===== src/rtl/i2c_clkreg_pkg.sv =====
package i2c_clkreg_pkg;
  typedef enum logic [3:0] {
    ST_IDLE,
    ST_ADDR,
    ST_ADDR_ACK,
    ST_WADR,
    ST_WADR_ACK,
    ST_WDAT,
    ST_WDAT_ACK,
    ST_TX,
    ST_TX_ACK
  } slv_state_e;

  localparam int unsigned BYTE_W = 8;
endpackage


===== src/rtl/i2c_line_sync.sv =====
module i2c_line_sync #(
  parameter int unsigned STAGES = 2
) (
  input  logic clk_i,
  input  logic rst_ni,
  input  logic scl_i,
  input  logic sda_i,
  output logic scl_o,
  output logic sda_o,
  output logic scl_rise_o,
  output logic scl_fall_o,
  output logic start_o,
  output logic stop_o
);
  logic [STAGES-1:0] scl_pipe, sda_pipe;
  logic scl_q, sda_q;

  always_ff @(posedge clk_i or negedge rst_ni) begin
    if (!rst_ni) begin
      scl_pipe <= '1;
      sda_pipe <= '1;
      scl_q    <= 1'b1;
      sda_q    <= 1'b1;
    end else begin
      scl_pipe <= {scl_pipe[STAGES-2:0], scl_i};
      sda_pipe <= {sda_pipe[STAGES-2:0], sda_i};
      scl_q    <= scl_pipe[STAGES-1];
      sda_q    <= sda_pipe[STAGES-1];
    end
  end

  assign scl_o      = scl_pipe[STAGES-1];
  assign sda_o      = sda_pipe[STAGES-1];
  assign scl_rise_o = scl_o & ~scl_q;
  assign scl_fall_o = ~scl_o & scl_q;
  // data edge while clock stays high
  assign start_o    = scl_o & scl_q & sda_q & ~sda_o;
  assign stop_o     = scl_o & scl_q & ~sda_q & sda_o;
endmodule


===== src/rtl/i2c_slave_fsm.sv =====
module i2c_slave_fsm
  import i2c_clkreg_pkg::*;
#(
  parameter int unsigned ADDR_W   = 6,
  parameter logic [6:0]  DEV_ADDR = 7'h68
) (
  input  logic              clk_i,
  input  logic              rst_ni,
  input  logic              scl_i,
  input  logic              sda_i,
  input  logic              scl_rise_i,
  input  logic              scl_fall_i,
  input  logic              start_i,
  input  logic              stop_i,
  input  logic [BYTE_W-1:0] rd_data_i,
  output logic              wr_en_o,
  output logic [BYTE_W-1:0] wr_data_o,
  output logic [ADDR_W-1:0] ptr_o,
  output logic              session_o,
  output logic              sda_oe_o
);
  slv_state_e        st_q;
  logic [3:0]        cnt_q;
  logic [BYTE_W-1:0] sh_q;
  logic [ADDR_W-1:0] ptr_q;
  logic              rw_q, tx_acked_q, session_q, oe_q;
  logic              byte_done, ptr_load;

  assign byte_done = scl_fall_i && (cnt_q == 4'd8);
  assign ptr_load  = (st_q == ST_WADR) && byte_done;
  assign wr_en_o   = (st_q == ST_WDAT) && byte_done;
  assign wr_data_o = sh_q;
  assign ptr_o     = ptr_q;
  assign session_o = session_q;
  assign sda_oe_o  = oe_q;

  always_ff @(posedge clk_i or negedge rst_ni) begin
    if (!rst_ni) begin
      st_q       <= ST_IDLE;
      cnt_q      <= '0;
      sh_q       <= '0;
      ptr_q      <= '0;
      rw_q       <= 1'b0;
      tx_acked_q <= 1'b0;
      session_q  <= 1'b0;
      oe_q       <= 1'b0;
    end else if (stop_i) begin
      st_q      <= ST_IDLE;
      oe_q      <= 1'b0;
      session_q <= 1'b0;
    end else if (start_i) begin
      st_q  <= ST_ADDR;
      cnt_q <= '0;
      oe_q  <= 1'b0;
    end else begin
      unique case (st_q)
        ST_ADDR, ST_WADR, ST_WDAT: begin
          if (scl_rise_i && cnt_q != 4'd8) begin
            sh_q  <= {sh_q[BYTE_W-2:0], sda_i};
            cnt_q <= cnt_q + 4'd1;
          end else if (byte_done) begin
            cnt_q <= '0;
            if (st_q == ST_ADDR) begin
              if (sh_q[7:1] == DEV_ADDR) begin
                st_q      <= ST_ADDR_ACK;
                oe_q      <= 1'b1;
                rw_q      <= sh_q[0];
                session_q <= 1'b1;
              end else begin
                st_q      <= ST_IDLE;
                session_q <= 1'b0;
              end
            end else if (st_q == ST_WADR) begin
              ptr_q <= sh_q[ADDR_W-1:0];
              st_q  <= ST_WADR_ACK;
              oe_q  <= 1'b1;
            end else begin
              ptr_q <= ptr_q + 1'b1;
              st_q  <= ST_WDAT_ACK;
              oe_q  <= 1'b1;
            end
          end
        end
        ST_ADDR_ACK, ST_WADR_ACK, ST_WDAT_ACK: begin
          if (scl_fall_i) begin
            cnt_q <= '0;
            if (st_q == ST_ADDR_ACK && rw_q) begin
              st_q <= ST_TX;
              sh_q <= rd_data_i;
              oe_q <= ~rd_data_i[7];
            end else begin
              st_q <= (st_q == ST_ADDR_ACK) ? ST_WADR : ST_WDAT;
              oe_q <= 1'b0;
            end
          end
        end
        ST_TX: begin
          if (scl_fall_i) begin
            if (cnt_q == 4'd7) begin
              cnt_q <= '0;
              oe_q  <= 1'b0;
              st_q  <= ST_TX_ACK;
            end else begin
              cnt_q <= cnt_q + 4'd1;
              sh_q  <= {sh_q[BYTE_W-2:0], 1'b0};
              oe_q  <= ~sh_q[6];
            end
          end
        end
        ST_TX_ACK: begin
          if (scl_rise_i) begin
            tx_acked_q <= ~sda_i;
            if (!sda_i) ptr_q <= ptr_q + 1'b1;
          end else if (scl_fall_i) begin
            if (tx_acked_q) begin
              st_q <= ST_TX;
              sh_q <= rd_data_i;
              oe_q <= ~rd_data_i[7];
            end else begin
              st_q <= ST_IDLE;
            end
          end
        end
        default: ;
      endcase
    end
  end

  assert_ack_only_when_owed_R1: assert property (@(posedge clk_i) disable iff (!rst_ni)
    $rose(oe_q) |-> (st_q inside {ST_ADDR_ACK, ST_WADR_ACK, ST_WDAT_ACK, ST_TX}));

  assert_sda_moves_scl_low_R12: assert property (@(posedge clk_i) disable iff (!rst_ni)
    !$stable(oe_q) |-> !scl_i);

  assert_ptr_load_or_step_R3: assert property (@(posedge clk_i) disable iff (!rst_ni)
    (ptr_q != $past(ptr_q)) && !$past(ptr_load) |-> ptr_q == $past(ptr_q) + 1'b1);

  assert_nack_holds_ptr_R6: assert property (@(posedge clk_i) disable iff (!rst_ni)
    (st_q == ST_TX_ACK) && scl_rise_i && sda_i && !start_i && !stop_i |=> ptr_q == $past(ptr_q));
endmodule


===== src/rtl/clkreg_mem.sv =====
module clkreg_mem
  import i2c_clkreg_pkg::*;
#(
  parameter int unsigned ADDR_W    = 6,
  parameter int unsigned CLK_BYTES = 8,
  localparam int unsigned DEPTH    = 1 << ADDR_W,
  localparam int unsigned LIVE_W   = CLK_BYTES * BYTE_W
) (
  input  logic              clk_i,
  input  logic              rst_ni,
  input  logic              wr_en_i,
  input  logic [ADDR_W-1:0] wr_addr_i,
  input  logic [BYTE_W-1:0] wr_data_i,
  input  logic [ADDR_W-1:0] rd_addr_i,
  output logic [BYTE_W-1:0] rd_data_o,
  input  logic [LIVE_W-1:0] live_time_i,
  input  logic              live_upd_i,
  input  logic              freeze_i
);
  logic [BYTE_W-1:0] mem_q [DEPTH];
  logic [LIVE_W-1:0] pend_buf_q, src;
  logic [LIVE_W-1:0] clk_view;
  logic              pend_q, apply;

  assign apply = !freeze_i && (live_upd_i || pend_q);
  assign src   = live_upd_i ? live_time_i : pend_buf_q;

  always_ff @(posedge clk_i or negedge rst_ni) begin
    if (!rst_ni) begin
      for (int i = 0; i < DEPTH; i++) mem_q[i] <= '0;
    end else begin
      for (int i = 0; i < DEPTH; i++) begin
        if (i < CLK_BYTES && apply)
          mem_q[i] <= src[i*BYTE_W +: BYTE_W];
        else if (wr_en_i && wr_addr_i == ADDR_W'(i))
          mem_q[i] <= wr_data_i;
      end
    end
  end

  always_ff @(posedge clk_i or negedge rst_ni) begin
    if (!rst_ni) begin
      pend_q     <= 1'b0;
      pend_buf_q <= '0;
    end else if (freeze_i) begin
      if (live_upd_i) begin
        pend_q     <= 1'b1;
        pend_buf_q <= live_time_i;
      end
    end else begin
      pend_q <= 1'b0;
    end
  end

  assign rd_data_o = mem_q[rd_addr_i];

  for (genvar k = 0; k < CLK_BYTES; k++) begin : g_view
    assign clk_view[k*BYTE_W +: BYTE_W] = mem_q[k];
  end

  assert_live_copy_R9: assert property (@(posedge clk_i) disable iff (!rst_ni)
    !freeze_i && live_upd_i |=> clk_view == $past(live_time_i));

  assert_frozen_stable_R10: assert property (@(posedge clk_i) disable iff (!rst_ni)
    freeze_i && !wr_en_i |=> $stable(clk_view));

  assert_held_applied_R11: assert property (@(posedge clk_i) disable iff (!rst_ni)
    !freeze_i && pend_q && !live_upd_i |=> clk_view == $past(pend_buf_q));
endmodule


===== src/rtl/i2c_clkreg_port.sv =====
module i2c_clkreg_port
  import i2c_clkreg_pkg::*;
#(
  parameter int unsigned ADDR_W    = 6,
  parameter int unsigned CLK_BYTES = 8,
  parameter logic [6:0]  DEV_ADDR  = 7'h68,
  parameter int unsigned SYNC_STG  = 2,
  localparam int unsigned LIVE_W   = CLK_BYTES * BYTE_W
) (
  input  logic              clk_i,
  input  logic              rst_ni,
  input  logic              scl_i,
  input  logic              sda_i,
  output logic              sda_oe_o,
  input  logic [LIVE_W-1:0] live_time_i,
  input  logic              live_upd_i
);
  logic scl_s, sda_s, scl_rise, scl_fall, start, stop;
  logic wr_en, session, freeze;
  logic [BYTE_W-1:0] wr_data, rd_data;
  logic [ADDR_W-1:0] ptr;

  i2c_line_sync #(.STAGES(SYNC_STG)) u_sync (
    .clk_i, .rst_ni, .scl_i, .sda_i,
    .scl_o(scl_s), .sda_o(sda_s), .scl_rise_o(scl_rise), .scl_fall_o(scl_fall),
    .start_o(start), .stop_o(stop)
  );

  i2c_slave_fsm #(.ADDR_W(ADDR_W), .DEV_ADDR(DEV_ADDR)) u_fsm (
    .clk_i, .rst_ni, .scl_i(scl_s), .sda_i(sda_s),
    .scl_rise_i(scl_rise), .scl_fall_i(scl_fall), .start_i(start), .stop_i(stop),
    .rd_data_i(rd_data), .wr_en_o(wr_en), .wr_data_o(wr_data), .ptr_o(ptr),
    .session_o(session), .sda_oe_o
  );

  assign freeze = session && (ptr < ADDR_W'(CLK_BYTES));

  clkreg_mem #(.ADDR_W(ADDR_W), .CLK_BYTES(CLK_BYTES)) u_mem (
    .clk_i, .rst_ni, .wr_en_i(wr_en), .wr_addr_i(ptr), .wr_data_i(wr_data),
    .rd_addr_i(ptr), .rd_data_o(rd_data), .live_time_i, .live_upd_i,
    .freeze_i(freeze)
  );

  assert_stop_unfreezes_R11: assert property (@(posedge clk_i) disable iff (!rst_ni)
    stop |=> !freeze);
endmodule


===== config.mk =====
export PLATFORM = sky130hd
export DESIGN_NAME = i2c_clkreg_port
export DESIGN_NICKNAME = d
export VERILOG_FILES = /design/src/rtl/i2c_clkreg_pkg.sv /design/src/rtl/i2c_line_sync.sv /design/src/rtl/i2c_slave_fsm.sv /design/src/rtl/clkreg_mem.sv /design/src/rtl/i2c_clkreg_port.sv
export SDC_FILE = /design/constraint.sdc
export NUM_CORES = 1
export LEC_CHECK = 0
export BUFFER_PORTS_ARGS = -buffer_cell sky130_fd_sc_hd__buf_2
export CORE_MARGIN = 3
export CORE_UTILIZATION = 40
export CTS_BUF_LIST = sky130_fd_sc_hd__clkbuf_4
export CTS_CLUSTER_SIZE = 12
export DETAILED_ROUTE_END_ITERATION = 7
export PLACE_DENSITY = 0.58
export SLEW_MARGIN = 20
export SYNTH_ARGS = -nofsm -noshare
export SYNTH_HDL_FRONTEND = slang
export SYNTH_SLANG_ARGS = --single-unit

===== constraint.sdc =====
create_clock -name clk_i -period 3.2 [get_ports clk_i]
set_input_delay 0 -clock clk_i [delete_from_list [all_inputs] [get_ports clk_i]]
set_output_delay 0 -clock clk_i [all_outputs]
set_load 0.05 [all_outputs]

==> results.yml, run 1 <==
hold_path:
  hold_class: "input pin to flip-flop"
pwr:
  p_per_area_nw_per_um2: 614
  power.total_mw: 21.3
  netSwitchingPower_mw: 7.73
  leakagePower_nw: 16.2
  combinationalPowerShare_pct: 27.6
  ir_drop_v: 0.000550
  seq_power_share_pct: 39.2
  intPower_mw: 13.5
  p_sw_share_pct: 36.4
  clkPwrFrac_pct: 33.2
synth:
  syn_area_per_cell_um2: 14.1
  syn-cell-area_um2: 29200
  ys_seq_elements: 609
  async_flop_share_pct: 100
  synth-main-ff-cell: "dfrtp_1"
  synth-edff-count: 0
  yosysUniqueCellTypes: 65
  postSynthCellCount: 2074
  ys_seq_area_share_pct: 52.3
  syn-num-nets: 2149
  ys.warnings.count: 0
finish:
  syn2layout_area_growth_pct: 18.7
  layout_common_cells: "dfrtp_1, mux2_2, clkbuf_4, dlygate4sd3_1, mux2i_1"
  drive_gt1_share_pct: 41.9
  nets: 2471
  layout_commonest_cell: "dfrtp_1"
  instances_no_fill: 3473
critical_path:
  worst-path-buf-inv: 2
  startpoint_type: "flip-flop"
  slowest_stage: "dfrtp_4"
  required_ns: 4.11
  cp_max_fo: 38
  critPathKind: "flip-flop to flip-flop"
  cp-end-kind: "flip-flop"
  crit_chain: "buf_12, buf_4, mux4_2, a22oi_1, a21oi_1, nor4_1, o211ai_1, o21a_1"
  crit_arrival_ns: 3.95
  slowest_delay_ns: 0.66
  cp_top_family: "compound AO/OA/AOI/OAI gates"
cts:
  cts.sinks: 609
  clkTransAtPathRegs_ns: 0.06
  cts_tree: "built"
  post_cts_resized: 0
  clock_path_buffers: 3
  post-cts-setup-buffer-count: 0
  cts-root-buf: "clkbuf_4"
  h-tree-depth: 4
  cts_made_buffers: 168
  clk_latency_ns: 1.03
timing:
  min_period_over_period_pct: 95.0
  tns_ns: 0
  finClkSkew_ns: 0.0804
  worst_pin_slew_ns: 0.922
  fmax_mhz: 329
  slew_violations: 0
  hold_ws_ns: 0.189
  rsz0062_at_grt: "false"
  setup_violations: 0
  fin_ws_ns: 0.159
  hold_viol_final: 0
  slew_headroom_pct: 38.6
  period_minus_slack_ns: 3.04
grt:
  antenna_found_initial: 2
  grtUsageMet2_pct: 34.3
  track_usage_pct: 21.2
  grt_max_degree: 85
  grt_pass1_vias: 20800
  grt_pass1_wl_mm: 123
  busiest_layer: "met2"
  grt_overflow: 0
  use_met3_pct: 4.77
  gr-usage-met1_pct: 28.1
routing:
  num_vias: 19200
  drc_errors: 0
  viasPerCell: 5.54
  antenna_left: 0
  wl_per_cell_um: 22.6
  finalWirelength_mm: 78.4
  dr.pass1.iters: 6
  drtIter0Drc: 1105
floorplanning:
  initial_core_util_pct: 40.6
  die_area_um2: 76200
  die_width_um: 276
  die_h_um: 276
  ios: 70
  rows: 98
  core_um2: 71900
placed_design:
  place_inst: 3010
  dp_hpwl_mm: 49.1
  dp_slack_ns: 0.244
  place_congestion: 0.898
  port_buffers: 69
outcome:
  status: "finished clean"
flow_run:
  max-cap-violations: 0
## power groups by stage
stage | registers [mW] | clock network (mW) | logic [mW]
floorplan | 8.18 | 0 | 3.79
global route | 8.36 | 7.74 | 6.24
detailed placement | 8.47 | 0 | 5.70
CTS | 8.33 | 7.31 | 5.84
global placement | 8.47 | 0 | 5.67
finish | 8.34 | 7.05 | 5.86
## sequential cells by signal, summed over array words and instances, names as in the netlist
signal / cells
u_fsm.cnt_q: 4
u_fsm.ptr_o: 6
u_fsm.rw_q: 1
u_fsm.sda_oe_o: 1
u_fsm.session_o: 1
u_fsm.st_q: 4
u_fsm.tx_acked_q: 1
u_fsm.wr_data_o: 8
u_mem.clk_view: 64
u_mem.mem_q: 448
u_mem.pend_buf_q: 64
u_mem.pend_q: 1
u_sync.scl_pipe: 2
u_sync.scl_q: 1
u_sync.sda_pipe: 2
u_sync.sda_q: 1
## cells by family (layout without fill, tap and decap cells)
| group | Yosys count | after routing | synth area share [%] |
|---|---|---|---|
| multiplexers | 746 | 746 | 32.7 |
| flip-flops | 609 | 609 | 52.3 |
| AO/OA/AOI/OAI | 280 | 280 | 6.27 |
| AND/OR/NAND/NOR | 259 | 259 | 5.61 |
| buffers and inverters | 172 | 613 | 2.77 |
| adder cells (fa/ha/maj) | 6 | 6 | 0.257 |
| XOR/XNOR | 2 | 2 | 0.0601 |
| other | 0 | 8 | 0 |
## repair_timing
item | in CTS | in global routing
setup endpoints to repair | 0 | 0
hold endpoints to repair | 735 | 0
hold buffers | 166 | 0
## final timing paths
kind                                               from                        endpoint  slack [ns]  cells past startpoint
max in group asynchronous                        rst_ni  u_fsm.wr_data_o[4]$_DFFE_PN0P_        2.35                      4
setup reg to reg             u_fsm.ptr_o[1]$_DFFE_PN0P_  u_fsm.wr_data_o[2]$_DFFE_PN0P_        0.16                      8
setup / recovery             u_fsm.ptr_o[1]$_DFFE_PN0P_  u_fsm.wr_data_o[2]$_DFFE_PN0P_        0.16                      8
hold reg to reg            u_sync.sda_pipe[0]$_DFF_PN1_    u_sync.sda_pipe[1]$_DFF_PN1_        0.35                      0
min in group asynchronous                        rst_ni    u_mem.mem_q[362]$_DFFE_PN0P_        0.37                      4
hold / removal                                    sda_i    u_sync.sda_pipe[0]$_DFF_PN1_        0.19                      3
## metrics by stage
stage,util (%),cell area (um2)
4_1_cts,48.1,34600
6_report,48.2,34600
3_3_place_gp,42.8,30800
3_5_place_dp,42.8,30800
5_1_grt,48.1,34600
2_1_floorplan,-,29200
## cell type report
cell class | count | area, um2
antenna | 8 | 20.0
clock buffer | 254 | 1910
clock inverter | 35 | 216
fill | 6315 | 37300
inverter | 11 | 41.3
multi-input combinational | 1293 | 13100
sequential | 609 | 15300
tap | 950 | 1190
timing repair buffer | 313 | 2840
## tightest hold or removal path, cell delays in order
cell and delay (ns):
dlygate4sd3_1 0.52, buf_2 0.10, dlygate4sd3_1 0.54
## per-layer routing
metal / vias to the layer above / part of all wire, %
li1: 8471 / -
met1: 10100 / 44
met2: 556 / 48
met3: 146 / 5.2
met4: 0 / 2.6
met5: - / 0
## synth_stat cells, types with 8 or more instances
master / instances / area [um2]
nor2_4: 32 / 360
buf_6: 9 / 101
dfrtp_1: 603 / 15100
mux2_1: 56 / 631
buf_4: 9 / 67.6
a211oi_1: 43 / 323
buf_2: 48 / 240
nor2_1: 45 / 169
o211ai_1: 8 / 60.1
nand2_1: 48 / 180
nand3_1: 22 / 110
mux4_2: 117 / 2640
a21oi_1: 103 / 515
a22oi_1: 68 / 510
nor2_2: 14 / 87.6
o21ai_0: 16 / 80.1
mux2_2: 433 / 4880
o21a_1: 8 / 60.1
nor2b_1: 47 / 294
clkbuf_1: 95 / 357
mux2i_1: 140 / 1400
inv_1: 11 / 41.3
(Power assumes the default switching activity.)
==> inputs of run 2 (changes only) <==
- ABC_AREA: default -> 1
- SLEW_MARGIN: 20 -> default
==> results.yml, run 2 <==
finish:
  largest_reg_flops: 448
  final-seq-area_um2: 15300
  multi_input_area_um2: 12600
  syn2layout_area_growth_pct: 17.3
  n_fill_cell: 7374
  nets: 4247
  layout_commonest_cell: "nand2_1"
  top_register: "u_mem.mem_q"
  drive_gt1_share_pct: 11.7
  fin_util_pct: 47.8
  layout_common_cells: "nand2_1, o21ai_0, dfrtp_1, nor2_1, clkbuf_4"
synth:
  syn_area_per_cell_um2: 7.47
  synthDominantCellAreaShare_pct: 51.1
  synth_top_cell_by_area: "dfrtp_1"
  synth-edff-count: 0
  postSynthCellCount: 3952
  synth-main-ff-cell: "dfrtp_1"
  ys.warnings.count: 0
  synth.most_common_cell: "nand2_1"
  yosysUniqueCellTypes: 40
  synthTopCellsByCount: "nand2_1, o21ai_0, dfrtp_1"
  ys_seq_area_share_pct: 51.7
  ys_seq_elements: 609
  syn-cell-area_um2: 29500
  synth_area_leaders: "dfrtp_1, nand2_1, o21ai_0, nor2_1, clkbuf_1"
  async_flop_share_pct: 100
  syn-num-nets: 4027
cts:
  h-tree-depth: 4
  cts_made_buffers: 169
  clock_path_buffers: 3
  clkTransAtPathRegs_ns: 0.07
  cts.sinks: 609
  clk_latency_ns: 1.00
  cts-root-buf: "clkbuf_4"
  post-cts-setup-buffer-count: 0
  post_cts_resized: 0
  postCtsHoldBufs: 154
  cts_tree: "built"
routing:
  wl_per_cell_um: 17.2
  viasPerCell: 5.09
  drtIter0Drc: 2411
  drc_errors: 0
  finalWirelength_mm: 90.6
  num_vias: 26800
  antenna_left: 0
  dr.pass1.iters: 6
flow_run:
  max-cap-violations: 0
hold_path:
  hold_class: "input pin to flip-flop"
  holdPathEnd: "u_mem.clk_view[50]$_DFFE_PN0P_"
  hp-start: "live_upd_i"
  min_path_cells: 6
placed_design:
  dp_slack_ns: 0.573
  place_congestion: 0.861
  dp_hpwl_mm: 55.1
  port_buffers: 69
grt:
  grt_max_degree: 129
  antenna_found_initial: 2
  track_usage_pct: 23.7
  grt_overflow: 0
  grt_pass1_wl_mm: 145
  grt_pass1_vias: 26200
timing:
  min_period_over_period_pct: 89.5
  fin_ws_ns: 0.336
  worst_pin_slew_ns: 1.21
  slew_headroom_pct: 19.0
  rsz0062_at_grt: "false"
  fmax_mhz: 349
  slew_violations: 0
  period_minus_slack_ns: 2.86
  finClkSkew_ns: 0.0601
  tns_ns: 0
  hold_viol_final: 0
  setup_violations: 0
floorplanning:
  ios: 70
  die_width_um: 278
  die_area_um2: 77100
  core_um2: 72300
  die_h_um: 278
  initial_core_util_pct: 40.8
  rows: 98
critical_path:
  required_ns: 4.11
  r2r_start: "u_fsm.ptr_o[4]$_DFFE_PN0P_"
  reg2reg_slack_ns: 0.34
  cp_max_fo: 128
  startpoint_type: "flip-flop"
  critPathKind: "flip-flop to flip-flop"
  cp-end-kind: "flip-flop"
  crit_arrival_ns: 3.78
  reg2reg_to: "u_mem.pend_buf_q[33]$_DFFE_PN0P_"
  r2r.worst_path.cells: 7
  cp-startpoint: "u_fsm.ptr_o[4]$_DFFE_PN0P_"
outcome:
  status: "finished clean"
pwr:
  ir_drop_v: 0.000503
  p_per_area_nw_per_um2: 692
  leakagePower_nw: 16.8
[run 2: cell types whose count changed after synthesis, sizes merged, moves of 91 or more]
cell / change
a21oi: -91
inv: +169
mux2: -489
mux2i: -140
mux4: -117
nand2: +1573
nor2: +240
o21ai: +772
[run 2: layout make-up]
class                           instances  share of cell area, %
Sequential cell                       609                   44.1
Clock buffer                          260                   5.64
Tap cell                              950                   3.43
Antenna cell                            3                 0.0217
Timing Repair Buffer                  293                   7.56
Multi-Input combinational cell       2919                   36.3
Inverter                              180                   2.00
Clock inverter                         48                  0.936
[run 2: stage by stage]
| step | total power, mW | hold slack [ns] | cells | instance area (um2) |
|---|---|---|---|---|
| after CTS | 24.1 | 0.0144 | 5259 | 34600 |
| final | 23.9 | 0.192 | 5262 | 34600 |
| after detailed placement | 16.4 | -0.0159 | 4797 | 30800 |
| after global placement | 16.4 | -0.0192 | 4797 | 30800 |
| after global routing | 25.4 | 0.164 | 5262 | 34600 |
| after floorplan | 13.2 | -0.296 | 3952 | 29500 |
[run 2: cell families after synthesis]
kind of cell / synth area share (%)
xor+xnor: 0.0890
flops: 51.7
buf+inv: 5.75
fa+ha+maj: 0.254
simple gates: 28.2
compound gates: 14.1
[run 2: routing by layer]
layer | track usage [%] | vias to the layer above | part of all wire (%)
li1 | - | 13100 | -
met1 | 32.6 | 12700 | 46
met2 | 37.6 | 759 | 45
met3 | 4.53 | 160 | 6.3
met4 | 8.34 | 0 | 2.5
met5 | 0 | - | 0
[run 2: report_power, final]
part	internal [mW]	switching, mW	total [mW]
Combinational	2.01	6.21	8.22
Sequential	7.93	0.288	8.21
Clock	4.03	3.47	7.50
[run 2: critical path, cell delays in order, from the launching register on]
cell and delay [ns]:
dfrtp_1 0.54, nor2_2 0.25, nand3_1 0.22, clkinv_2 0.13, buf_4 0.78, nand2_1 0.11, dlygate4sd3_1 0.60, o21ai_0 0.07
[run 2: how the worst max path moves through the flow]
| stage | end | slack [ns] | cells after the start |
|---|---|---|---|
| floorplan | u_mem.mem_q[93]$_DFFE_PN0P_ | 0.99 | 10 |
| global placement | u_mem.mem_q[278]$_DFFE_PN0P_ | 0.59 | 7 |
| detailed placement | u_mem.mem_q[274]$_DFFE_PN0P_ | 0.57 | 6 |
| CTS | u_mem.pend_buf_q[53]$_DFFE_PN0P_ | 0.47 | 7 |
| global route | u_mem.pend_buf_q[33]$_DFFE_PN0P_ | 0.13 | 7 |
| finish | u_mem.pend_buf_q[33]$_DFFE_PN0P_ | 0.34 | 7 |
==> inputs of run 3 (changes only) <==
- SYNTH_HIERARCHICAL: default -> 1
==> results.yml, run 3 <==
cts:
  clock_path_buffers: 3
  post-cts-setup-buffer-count: 0
  clkTransAtPathRegs_ns: 0.06
  h-tree-depth: 4
  cts_tree: "built"
  clk_latency_ns: 0.99
  cts.sinks: 609
  cts_made_buffers: 171
  cts-root-buf: "clkbuf_4"
synth:
  synth-main-ff-cell: "dfrtp_1"
  postSynthCellCount: 3819
  async_flop_share_pct: 100
  ys_seq_area_share_pct: 51.2
  ys_seq_elements: 609
  synth-edff-count: 0
  synth.most_common_cell: "nand2_1"
  syn-num-nets: 3891
  synth_area_leaders: "dfrtp_1, nand2_1, nand3_1, o21ai_0, o21ai_1"
  synth_top_cell_by_area: "dfrtp_1"
  syn_area_per_cell_um2: 7.79
  synthDominantCellAreaShare_pct: 50.7
  syn-cell-area_um2: 29800
  yosysUniqueCellTypes: 36
  ys.warnings.count: 6
  synthTopCellsByCount: "nand2_1, dfrtp_1, nand3_1"
routing:
  route.met3.wl_mm: 5.48
  wl_met1_mm: 42.2
  dr.pass1.iters: 6
  viasPerCell: 5.20
  wl_met2_mm: 41.4
  wl_per_cell_um: 17.7
  top_layer_used: "met4"
  finalWirelength_mm: 91.6
  antenna_left: 0
  num_vias: 26800
  drc_errors: 0
  drtIter0Drc: 2362
timing:
  fmax_mhz: 367
  tns_ns: 0
  finClkSkew_ns: 0.0708
  fin_ws_ns: 0.475
  min_period_over_period_pct: 85.2
  setup_violations: 0
  hold_viol_final: 0
  worst_pin_slew_ns: 1.08
  slew_violations: 0
  period_minus_slack_ns: 2.73
  rsz0062_at_grt: "false"
  slew_headroom_pct: 27.7
critical_path:
  startpoint_type: "flip-flop"
  cp_top_family: "simple AND/OR/NAND/NOR gates"
  critPathKind: "flip-flop to flip-flop"
  crit_arrival_ns: 3.65
  cp-end-kind: "flip-flop"
  worst-path-buf-inv: 2
  required_ns: 4.12
  slowest_delay_ns: 0.63
  crit_top_cell: "nand2_1"
  reg2reg_slack_ns: 0.47
  cp_max_fo: 36
  crit_chain: "inv_8, buf_4, nand2_1, nand3_1, nand3_1, nand2_1, nand2_1, nand3_1, nand3_1, nand2_1, nand2_1, o21ai_0, nand3_1, nand2_1"
  slowest_stage: "dfrtp_4"
pwr:
  ir_drop_v: 0.000374
  leakagePower_nw: 16.4
  p_per_area_nw_per_um2: 687
  power.total_mw: 24.0
flow_run:
  max-cap-violations: 0
finish:
  layout_common_cells: "nand2_1, dfrtp_1, nand3_1, o21ai_0, clkbuf_4"
  layout_commonest_cell: "nand2_1"
  drive_gt1_share_pct: 14.6
  nets: 4153
  n_fill_cell: 7362
  syn2layout_area_growth_pct: 17.3
  largest_reg_flops: 448
  top_register: "u_mem/mem_q"
grt:
  track_usage_pct: 23.8
  antenna_found_initial: 1
  grt_overflow: 0
  grt_max_degree: 98
  grt_pass1_vias: 26100
  grt_pass1_wl_mm: 147
floorplanning:
  die_width_um: 279
  rows: 99
  ios: 70
  die_area_um2: 77700
  initial_core_util_pct: 40.6
  die_h_um: 279
  core_um2: 73300
placed_design:
  dp_slack_ns: 0.504
  port_buffers: 69
  place_congestion: 0.890
  dp_hpwl_mm: 57.4
hold_path:
  hold_class: "input pin to flip-flop"
outcome:
  status: "finished clean"
run 3: changes by cell type in the layout (fill, tap and decap cells not counted), sizes merged, moves of 52 or more:
cell / delta
buf: +57
nor2: -249
inv: -52
nand3: +428
o21ai: -203
nand2: -56
run 3: final timing paths:
kind	start	endpoint	cells after the start
max	u_fsm/ptr_o[0]$_DFFE_PN0P_	u_fsm/wr_data_o[5]$_DFFE_PN0P_	14
max reg2reg	u_fsm/ptr_o[0]$_DFFE_PN0P_	u_fsm/wr_data_o[5]$_DFFE_PN0P_	14
min reg2reg	u_sync/sda_pipe[0]$_DFF_PN1_	u_sync/sda_pipe[1]$_DFF_PN1_	0
max in group asynchronous	rst_ni	u_mem/pend_buf_q[6]$_DFFE_PN0P_	4
min in group asynchronous	rst_ni	u_mem/mem_q[271]$_DFFE_PN0P_	4
min	live_upd_i	u_mem/pend_q$_DFFE_PN0P_	4
run 3: area by class of cell:
type | instances | area, um2 | share of cell area [%]
sequential | 609 | 15300 | 43.7
multi-input combinational | 2827 | 12800 | 36.6
timing repair buffer | 344 | 3010 | 8.63
clock buffer | 262 | 1970 | 5.64
tap | 959 | 1200 | 3.44
inverter | 128 | 495 | 1.42
clock inverter | 34 | 203 | 0.581
antenna | 1 | 2.50 | 0.00717
run 3: metal layers:
layer	track usage, %	up-vias
met5	0	-
met4	8.58	0
met3	4.45	153
met2	36.9	781
met1	33.6	12900
li1	-	13000
run 3: cells by family after synthesis:
| kind of cell | share of synthesized area [%] |
|---|---|
| buf+inv | 5.92 |
| fa+ha+maj | 0.126 |
| flops | 51.2 |
| simple gates | 31.8 |
| xor+xnor | 0.118 |
| compound gates | 10.8 |
run 3: power by group:
part	leakage [nW]	switching [mW]	internal, mW
Sequential	7.98	0.390	7.96
Combinational	7.10	6.17	2.23
Clock	1.29	3.36	3.86
Total	16.4	9.92	14.1
run 3: timing repair:
action	4_1_cts	5_1_grt
hold endpoints to repair	740	0
hold buffers	148	0
gates resized for setup	0	0
run 3: tightest hold or removal path: stages:
cell,delay [ns]
dlygate4sd3_1,0.53
buf_4,0.32
nor2_1,0.15
nor2_1,0.08
run 3: stage by stage:
step           area, um2  std cells  hold slack (ns)  util (%)
2_1_floorplan      29800       3819           -0.296         -
4_1_cts            34900       5163          0.00814      47.6
6_report           34900       5164            0.133      47.6
3_3_place_gp       31200       4719            0.107      42.6
5_1_grt            34900       5164            0.112      47.6
3_5_place_dp       31200       4719            0.111      42.6
